### src/rtl/fpstk_pkg.sv
package fpstk_pkg;

    localparam int NREGS = 8;
    localparam int IDX_W = $clog2(NREGS);
    localparam int TAGW_W = 2 * NREGS;

    typedef logic [IDX_W-1:0] idx_t;

    localparam logic [1:0] TAG_EMPTY   = 2'b11;
    localparam logic [1:0] TAG_SPECIAL = 2'b10;

    localparam logic [15:0] CW_INIT   = 16'h037F;
    localparam logic [15:0] CLR_MASK  = 16'h80FF;
    localparam int          SB_INV    = 0;
    localparam int          SB_FAULT  = 6;
    localparam int          SB_SUM    = 7;
    localparam int          SB_C1     = 9;
    localparam int          SB_BUSY   = 15;

    typedef enum logic [3:0] {
        OP_NOP    = 4'd0,
        OP_LOAD   = 4'd1,
        OP_XCHG   = 4'd2,
        OP_FREE   = 4'd3,
        OP_FREEP  = 4'd4,
        OP_STORE  = 4'd5,
        OP_STOREP = 4'd6,
        OP_INIT   = 4'd7,
        OP_CLEX   = 4'd8,
        OP_PUSH   = 4'd9,
        OP_SETCW  = 4'd10
    } op_e;

    typedef enum logic [3:0] {
        ACT_IDLE,
        ACT_PUSH_EXT,
        ACT_PUSH_COPY,
        ACT_PUSH_INDEF,
        ACT_SWAP,
        ACT_FILL_ST0,
        ACT_FILL_STI,
        ACT_REFUSE,
        ACT_FREE,
        ACT_FREE_POP,
        ACT_COPY,
        ACT_COPY_POP,
        ACT_INIT,
        ACT_CLEX,
        ACT_SETCW
    } act_e;

    typedef enum logic [1:0] {
        SRC_ST0,
        SRC_STI,
        SRC_INDEF,
        SRC_EXT
    } src_e;

    typedef enum logic [1:0] {
        FLT_NONE,
        FLT_OVER,
        FLT_UNDER
    } flt_e;

    typedef struct packed {
        logic  wa_en;
        idx_t  wa_reg;
        src_e  wa_src;
        logic  wb_en;
        idx_t  wb_reg;
        src_e  wb_src;
        logic  free_en;
        logic  push;
        logic  pop;
        flt_e  fault;
        logic  clr_c1;
        logic  init;
        logic  clex;
        logic  setcw;
    } plan_t;

endpackage

### src/rtl/fpstk_plan.sv
module fpstk_plan
    import fpstk_pkg::*;
(
    input  logic [3:0]        op_in,
    input  idx_t              idx,
    input  idx_t              top,
    input  logic [TAGW_W-1:0] tags,
    input  logic              inv_masked,
    output plan_t             plan
);

    idx_t       slot_i;
    idx_t       new_top;
    logic [1:0] tag_st0;
    logic [1:0] tag_sti;
    logic [1:0] tag_new;
    act_e       act;
    flt_e       flt;
    logic       clr_c1;

    assign slot_i  = top + idx;
    assign new_top = top - idx_t'(1);
    assign tag_st0 = tags[{top, 1'b0} +: 2];
    assign tag_sti = tags[{slot_i, 1'b0} +: 2];
    assign tag_new = tags[{new_top, 1'b0} +: 2];

    // Action decode: picks what this cycle does and which fault it raises.
    always_comb begin
        act    = ACT_IDLE;
        flt    = FLT_NONE;
        clr_c1 = 1'b0;
        unique case (op_e'(op_in))
            OP_LOAD: begin
                if (tag_new != TAG_EMPTY) begin
                    flt = FLT_OVER;
                    act = inv_masked ? ACT_PUSH_INDEF : ACT_REFUSE;
                end else if (tag_sti == TAG_EMPTY) begin
                    flt = FLT_UNDER;
                    act = inv_masked ? ACT_PUSH_INDEF : ACT_REFUSE;
                end else begin
                    act = ACT_PUSH_COPY;
                end
            end
            OP_PUSH: begin
                if (tag_new != TAG_EMPTY) begin
                    flt = FLT_OVER;
                    act = inv_masked ? ACT_PUSH_INDEF : ACT_REFUSE;
                end else begin
                    act = ACT_PUSH_EXT;
                end
            end
            OP_XCHG: begin
                if (tag_st0 == TAG_EMPTY && tag_sti == TAG_EMPTY) begin
                    flt = FLT_UNDER;
                    act = ACT_REFUSE;
                end else if (tag_st0 == TAG_EMPTY) begin
                    flt = FLT_UNDER;
                    act = inv_masked ? ACT_FILL_ST0 : ACT_REFUSE;
                end else if (tag_sti == TAG_EMPTY) begin
                    flt = FLT_UNDER;
                    act = inv_masked ? ACT_FILL_STI : ACT_REFUSE;
                end else begin
                    act    = ACT_SWAP;
                    clr_c1 = 1'b1;
                end
            end
            OP_FREE:   act = ACT_FREE;
            OP_FREEP:  act = ACT_FREE_POP;
            OP_STORE:  act = ACT_COPY;
            OP_STOREP: act = ACT_COPY_POP;
            OP_INIT:   act = ACT_INIT;
            OP_CLEX:   act = ACT_CLEX;
            OP_SETCW:  act = ACT_SETCW;
            default:   act = ACT_IDLE;
        endcase
    end

    // Write planner: turns the chosen action into register-file work.
    always_comb begin
        plan        = '0;
        plan.wa_reg = top;
        plan.wb_reg = slot_i;
        plan.fault  = flt;
        plan.clr_c1 = clr_c1;
        unique case (act)
            ACT_PUSH_EXT: begin
                plan.wa_en  = 1'b1;
                plan.wa_reg = new_top;
                plan.wa_src = SRC_EXT;
                plan.push   = 1'b1;
            end
            ACT_PUSH_COPY: begin
                plan.wa_en  = 1'b1;
                plan.wa_reg = new_top;
                plan.wa_src = SRC_STI;
                plan.push   = 1'b1;
            end
            ACT_PUSH_INDEF: begin
                plan.wa_en  = 1'b1;
                plan.wa_reg = new_top;
                plan.wa_src = SRC_INDEF;
                plan.push   = 1'b1;
            end
            ACT_SWAP: begin
                plan.wa_en  = 1'b1;
                plan.wa_src = SRC_STI;
                plan.wb_en  = 1'b1;
                plan.wb_src = SRC_ST0;
            end
            ACT_FILL_ST0: begin
                plan.wa_en  = 1'b1;
                plan.wa_src = SRC_STI;
            end
            ACT_FILL_STI: begin
                plan.wb_en  = 1'b1;
                plan.wb_src = SRC_ST0;
            end
            ACT_FREE: plan.free_en = 1'b1;
            ACT_FREE_POP: begin
                plan.free_en = 1'b1;
                plan.pop     = 1'b1;
            end
            ACT_COPY: begin
                plan.wb_en  = 1'b1;
                plan.wb_src = SRC_ST0;
            end
            ACT_COPY_POP: begin
                plan.wb_en  = 1'b1;
                plan.wb_src = SRC_ST0;
                plan.pop    = 1'b1;
            end
            ACT_INIT:  plan.init  = 1'b1;
            ACT_CLEX:  plan.clex  = 1'b1;
            ACT_SETCW: plan.setcw = 1'b1;
            default: ;
        endcase
    end

endmodule

### src/rtl/fpstk_regs.sv
module fpstk_regs
    import fpstk_pkg::*;
#(
    parameter int DATA_W = 80
) (
    input  logic              clk,
    input  logic              rst_n,
    input  logic              wa_en,
    input  idx_t              wa_reg,
    input  logic [DATA_W-1:0] wa_data,
    input  logic [1:0]        wa_tag,
    input  logic              wb_en,
    input  idx_t              wb_reg,
    input  logic [DATA_W-1:0] wb_data,
    input  logic [1:0]        wb_tag,
    input  logic              free_en,
    input  idx_t              free_reg,
    input  logic              pop_en,
    input  idx_t              pop_reg,
    input  logic              init_tags,
    output logic [DATA_W-1:0] data_q [NREGS],
    output logic [TAGW_W-1:0] tags_q
);

    for (genvar r = 0; r < NREGS; r++) begin : g_reg
        logic hit_a;
        logic hit_b;
        logic hit_free;
        logic hit_pop;

        assign hit_a    = wa_en   && (wa_reg   == idx_t'(r));
        assign hit_b    = wb_en   && (wb_reg   == idx_t'(r));
        assign hit_free = free_en && (free_reg == idx_t'(r));
        assign hit_pop  = pop_en  && (pop_reg  == idx_t'(r));

        always_ff @(posedge clk) begin
            if (!rst_n) begin
                data_q[r] <= '0;
            end else if (hit_b) begin
                data_q[r] <= wb_data;
            end else if (hit_a) begin
                data_q[r] <= wa_data;
            end
        end

        always_ff @(posedge clk) begin
            if (!rst_n || init_tags) begin
                tags_q[2*r +: 2] <= TAG_EMPTY;
            end else if (hit_pop || hit_free) begin
                tags_q[2*r +: 2] <= TAG_EMPTY;
            end else if (hit_b) begin
                tags_q[2*r +: 2] <= wb_tag;
            end else if (hit_a) begin
                tags_q[2*r +: 2] <= wa_tag;
            end
        end
    end

endmodule

### src/rtl/fpstk.sv
module fpstk
    import fpstk_pkg::*;
#(
    parameter int                DATA_W    = 80,
    parameter logic [DATA_W-1:0] INDEF_VAL = 80'hFFFF_C000_0000_0000_0000
) (
    input  logic              clk,
    input  logic              rst_n,
    input  logic [3:0]        cmd_op,
    input  logic [2:0]        cmd_idx,
    input  logic [DATA_W-1:0] cmd_data,
    input  logic [1:0]        cmd_tag,
    input  logic [2:0]        rd_idx,
    output logic [DATA_W-1:0] rd_data,
    output logic [1:0]        rd_tag,
    output logic [2:0]        top_ptr,
    output logic [15:0]       tag_word,
    output logic [15:0]       ctrl_word,
    output logic [15:0]       status_word
);

    idx_t              top_q;
    logic [15:0]       cw_q;
    logic [15:0]       sw_q;
    logic [15:0]       sw_next;
    plan_t             plan;
    logic [DATA_W-1:0] reg_data [NREGS];
    logic [TAGW_W-1:0] tags_q;
    idx_t              slot_i;
    idx_t              slot_rd;
    logic [DATA_W-1:0] st0_val;
    logic [DATA_W-1:0] sti_val;
    logic [1:0]        st0_tag;
    logic [1:0]        sti_tag;
    logic [DATA_W-1:0] wa_data;
    logic [DATA_W-1:0] wb_data;
    logic [1:0]        wa_tag;
    logic [1:0]        wb_tag;

    assign slot_i  = top_q + cmd_idx;
    assign slot_rd = top_q + rd_idx;
    assign st0_val = reg_data[top_q];
    assign sti_val = reg_data[slot_i];
    assign st0_tag = tags_q[{top_q, 1'b0} +: 2];
    assign sti_tag = tags_q[{slot_i, 1'b0} +: 2];

    fpstk_plan u_plan (
        .op_in      (cmd_op),
        .idx        (cmd_idx),
        .top        (top_q),
        .tags       (tags_q),
        .inv_masked (cw_q[0]),
        .plan       (plan)
    );

    // Operand source selection for the two write ports.
    always_comb begin
        unique case (plan.wa_src)
            SRC_ST0:   begin wa_data = st0_val;   wa_tag = st0_tag;     end
            SRC_STI:   begin wa_data = sti_val;   wa_tag = sti_tag;     end
            SRC_INDEF: begin wa_data = INDEF_VAL; wa_tag = TAG_SPECIAL; end
            default:   begin wa_data = cmd_data;  wa_tag = cmd_tag;     end
        endcase
        unique case (plan.wb_src)
            SRC_ST0:   begin wb_data = st0_val;   wb_tag = st0_tag;     end
            SRC_STI:   begin wb_data = sti_val;   wb_tag = sti_tag;     end
            SRC_INDEF: begin wb_data = INDEF_VAL; wb_tag = TAG_SPECIAL; end
            default:   begin wb_data = cmd_data;  wb_tag = cmd_tag;     end
        endcase
    end

    fpstk_regs #(.DATA_W(DATA_W)) u_regs (
        .clk       (clk),
        .rst_n     (rst_n),
        .wa_en     (plan.wa_en),
        .wa_reg    (plan.wa_reg),
        .wa_data   (wa_data),
        .wa_tag    (wa_tag),
        .wb_en     (plan.wb_en),
        .wb_reg    (plan.wb_reg),
        .wb_data   (wb_data),
        .wb_tag    (wb_tag),
        .free_en   (plan.free_en),
        .free_reg  (slot_i),
        .pop_en    (plan.pop),
        .pop_reg   (top_q),
        .init_tags (plan.init),
        .data_q    (reg_data),
        .tags_q    (tags_q)
    );

    // Next status flags.
    always_comb begin
        sw_next = sw_q;
        if (plan.clex) begin
            sw_next = sw_q & ~CLR_MASK;
        end
        if (plan.clr_c1) begin
            sw_next[SB_C1] = 1'b0;
        end
        if (plan.fault != FLT_NONE) begin
            sw_next[SB_INV]   = 1'b1;
            sw_next[SB_FAULT] = 1'b1;
            sw_next[SB_C1]    = (plan.fault == FLT_OVER);
            if (!cw_q[0]) begin
                sw_next[SB_SUM]  = 1'b1;
                sw_next[SB_BUSY] = 1'b1;
            end
        end
    end

    // Architectural state register.
    always_ff @(posedge clk) begin
        if (!rst_n || plan.init) begin
            top_q <= '0;
            cw_q  <= CW_INIT;
            sw_q  <= '0;
        end else begin
            if (plan.push) begin
                top_q <= top_q - idx_t'(1);
            end else if (plan.pop) begin
                top_q <= top_q + idx_t'(1);
            end
            if (plan.setcw) begin
                cw_q <= cmd_data[15:0];
            end
            sw_q <= sw_next;
        end
    end

    assign rd_data     = reg_data[slot_rd];
    assign rd_tag      = tags_q[{slot_rd, 1'b0} +: 2];
    assign top_ptr     = top_q;
    assign tag_word    = tags_q;
    assign ctrl_word   = cw_q;
    assign status_word = {sw_q[15:14], top_q, sw_q[10:0]};

endmodule

### config.mk
export PLATFORM = sky130hd
export DESIGN_NAME = fpstk
export DESIGN_NICKNAME = d
export VERILOG_FILES = /design/src/rtl/fpstk_pkg.sv /design/src/rtl/fpstk_plan.sv /design/src/rtl/fpstk_regs.sv /design/src/rtl/fpstk.sv
export SDC_FILE = /design/constraint.sdc
export NUM_CORES = 2
export LEC_CHECK = 0
export ABC_AREA = 1
export BUFFER_PORTS_ARGS = -buffer_cell sky130_fd_sc_hd__buf_2
export CAP_MARGIN = 10
export CORE_UTILIZATION = 35
export DETAILED_ROUTE_END_ITERATION = 12
export PLACE_DENSITY = 0.61
export SYNTH_ARGS = -nofsm -noshare
export SYNTH_HDL_FRONTEND = slang
export SYNTH_SLANG_ARGS = --single-unit
export TNS_END_PERCENT = 1
### constraint.sdc
create_clock -name clk -period 9.5 [get_ports clk]
set_input_delay 0.475 -clock clk [delete_from_list [all_inputs] [get_ports clk]]
set_output_delay 0.475 -clock clk [all_outputs]
set_load 0.02 [all_outputs]
==> qor.yml <==
status:
  outcome: "finished clean"
power:
  power.internal_mw: 6.13
  power_switching_mw: 5.47
  swShare_pct: 47.2
  power_mw: 11.6
  seqPwrFrac_pct: 26.8
  pwr_density_cell_nw_per_um2: 213
  pwr-share-clk_pct: 29.1
  vdd_drop_max_uv: 273
  comb_power_share_pct: 44.1
  p_leak_nw: 20.9
critical_path:
  cp_num_buf_inv: 4
  cp_slowest_stage_delay_ns: 1.17
  critical_path.slowest_cell: "nand2_4"
  crit_arrival_ns: 8.09
  cp-start-kind: "flip-flop"
  crit_family: "simple AND/OR/NAND/NOR gates"
  path_class: "reg2reg"
  cp.required_ns: 10.11
  worstPathCellList: "ha_1 -> inv_1 -> fa_1 -> inv_2 -> nand3_1 -> nand2_1 -> nor2_1 -> nand2_1 -> nand2_1 -> nand2_1 -> nand2_1 -> nand2_1 -> nand2_1 -> nand2_1 -> nand2_1 -> nand3_4 -> inv_2 -> nor2_1 -> nor2_2 -> nand2_4 -> nand2_4 -> buf_4 -> nand2_1 -> a21oi_1"
  cpMostUsedCell: "nand2_1"
  endpoint_kind: "flip-flop"
  crit_fanout: 89
drt:
  vias: 64600
  vias_per_cell: 6.18
  drc_errors: 0
  post_drt_wl_per_cell_um: 23.8
  ant_nets: 0
  drtIter0Drc: 10400
  postRouteWirelength_um: 249000
  first_pass_iters: 10
clock_network:
  clock_path_buffers: 3
  clk_pin_slew_ns: 0.06
  cts_htree_levels: 3
  cts.sinks: 679
  root_buffer: "clkbuf_16"
  cts_setup_buffers: 0
  cts_made_buffers: 83
  clock_latency_ns: 0.72
  cts_tree: "built"
timing:
  maxSlewHeadroom_pct: 7.65
  setup_slack_ns: 2.02
  rsz0062_at_grt: "false"
  finalCriticalPeriod_ns: 7.48
  final_max_slew_viol_count: 0
  skew_ns: 0.0307
  min_period_over_period_pct: 78.7
  setup_tns_ns: 0
  hold_violations: 0
  max_freq_ghz: 0.134
  tightest_slew_ns: 1.39
  finalSetupViolations: 0
placement:
  dp_slack_ns: 2.27
  port_buffers: 218
  globalplace.congestion: 0.890
  place_area_um2: 51700
  dp_hpwl_um: 130000
global_route:
  antenna_found_initial: 8
  grt_pass1_vias: 57600
  grt_max_degree: 227
  track_usage_pct: 32.4
  grt.overflow.total: 0
  grt_pass1_wl_um: 366000
yosys:
  netlist_instances: 8883
  ys_seq_area_share_pct: 27.0
  yosys.area.top_type: "dfxtp_1"
  synthTopCellsByArea: "dfxtp_1 27%, nand2_1 24%, nand3_1 12%"
  synth_edf_count: 0
  ys_ff_latch: 679
  ys_top_cells_by_count: "3252 x nand2_1, 1161 x nand3_1, 1140 x a21oi_1, 679 x dfxtp_1, 601 x o21ai_0"
  synthFlopType: "dfxtp_1"
  avgSynthCellArea_um2: 5.67
  synth_most_common_cell: "nand2_1"
  async_reset_ff_share_pct: 0
  yosys_warnings: 0
  ys_types: 38
  synth_top_area_share_pct: 27.0
  syn_area_um2: 50400
floorplanning:
  die-area_um2: 145000
  die_h_um: 381
  ioPinCount: 227
  die_w_um: 381
  core_region_area_um2: 142000
  num_rows: 138
  start_util_pct: 35.4
layout:
  fin_nets: 8605
  syn2layout_area_growth_pct: 8.28
  final_util_pct: 38.4
  seqCellArea_um2: 13600
  fin_area_um2: 54500
  drive_above_1_share_pct: 6.07
  multi_input_area_um2: 32100
  nFillCells: 15500
run:
  maxCapViolCount: 0
min_path:
  hp-class: "in2reg"
==> kinds of logic after synthesis <==
logic type                 after synthesis  share of synthesized area (%)
and+or+nand+nor                       4673                           38.0
AOI/OAI and AO/OA                     2266                           24.6
buffers and inverters                 1242                           9.84
DFF                                    679                           27.0
adders and majority gates               13                          0.353
muxes                                    6                          0.119
xor gates and xnor gates                 3                         0.0522
other                                    1                        0.00745
==> routing by layer <==
layer | up-vias | global-route usage (%) | part of all wire, %
li1 | 28900 | - | -
met5 | - | 0 | 0.020
met3 | 1090 | 7.29 | 14
met4 | 10 | 18.6 | 6.5
met1 | 29700 | 41.6 | 38
met2 | 4896 | 49.5 | 42
==> through the flow <==
| step | std cells | hold WS [ns] |
|---|---|---|
| 3_5_place_dp | 10300 | 0.446 |
| 2_1_floorplan | 8890 | 0.464 |
| 6_report | 10500 | 0.0245 |
| 5_1_grt | 10500 | 0.0228 |
| 4_1_cts | 10500 | 0.000976 |
| 3_3_place_gp | 10300 | 0.434 |
==> tightest hold or removal path, cell delays in order <==
cell and delay (ns):
buf_2 0.10, nand2_1 0.05, nand3_1 0.07
==> path summary, 6_finish.rpt <==
kind                             start                               to  slack, ns  cells after the start
max            top_ptr[0]$_SDFFE_PP0P_  u_regs.data_q[514]$_SDFFE_PN0P_       2.02                     24
min                        cmd_data[2]        ctrl_word[2]$_SDFFE_PP1N_       0.02                      3
max reg2reg    top_ptr[0]$_SDFFE_PP0P_  u_regs.data_q[514]$_SDFFE_PN0P_       2.02                     24
min reg2reg  ctrl_word[8]$_SDFFE_PP1N_        ctrl_word[8]$_SDFFE_PP1N_       0.46                      2
==> final cells by class <==
type	count	area share, %
Antenna cell	2	0.00918
Clock buffer	123	4.49
Timing Repair Buffer	323	3.59
Sequential cell	679	25.0
Tap cell	1890	4.34
Multi-Input combinational cell	6969	58.9
Inverter	442	3.15
Clock inverter	26	0.562
==> cell usage in the layout, fill, tap and decap left out, types with 16 or more instances in the layout <==
cell and n:
a221oi_1 78, o21ai_0 601, nand2_1 3245, clkbuf_8 20, a211oi_1 35, o22ai_1 217, nand2_4 23, nor2_1 204
nand3b_1 16, buf_4 93, nand3_1 1161, o211ai_1 23, buf_2 218, clkbuf_1 19, clkbuf_16 84, a21oi_1 1140
dfxtp_1 676, inv_1 418, o31ai_1 64, a31oi_1 85
==> timing repair <==
action | 4_1_cts | 5_1_grt
resized for setup | 0 | 0
endpoints found under the hold margin | 7 | 0
hold buffers | 7 | 0
==> power groups by stage <==
| stage | Sequential [mW] | Clock (mW) | Combinational [mW] |
|---|---|---|---|
| final | 3.11 | 3.37 | 5.12 |
| after global routing | 3.13 | 3.47 | 5.44 |
| after global placement | 3.16 | 0 | 4.82 |
| after detailed placement | 3.17 | 0 | 4.88 |
| after floorplan | 3.12 | 0 | 3.23 |
| after CTS | 3.11 | 3.37 | 4.90 |
==> state kept, by name (all words and copies together), names as in the netlist <==
name           cells
u_regs.data_q    640
ctrl_word         16
u_regs.tags_q     16
sw_q               4
top_ptr            3
Power figures use the tool's default switching activity.
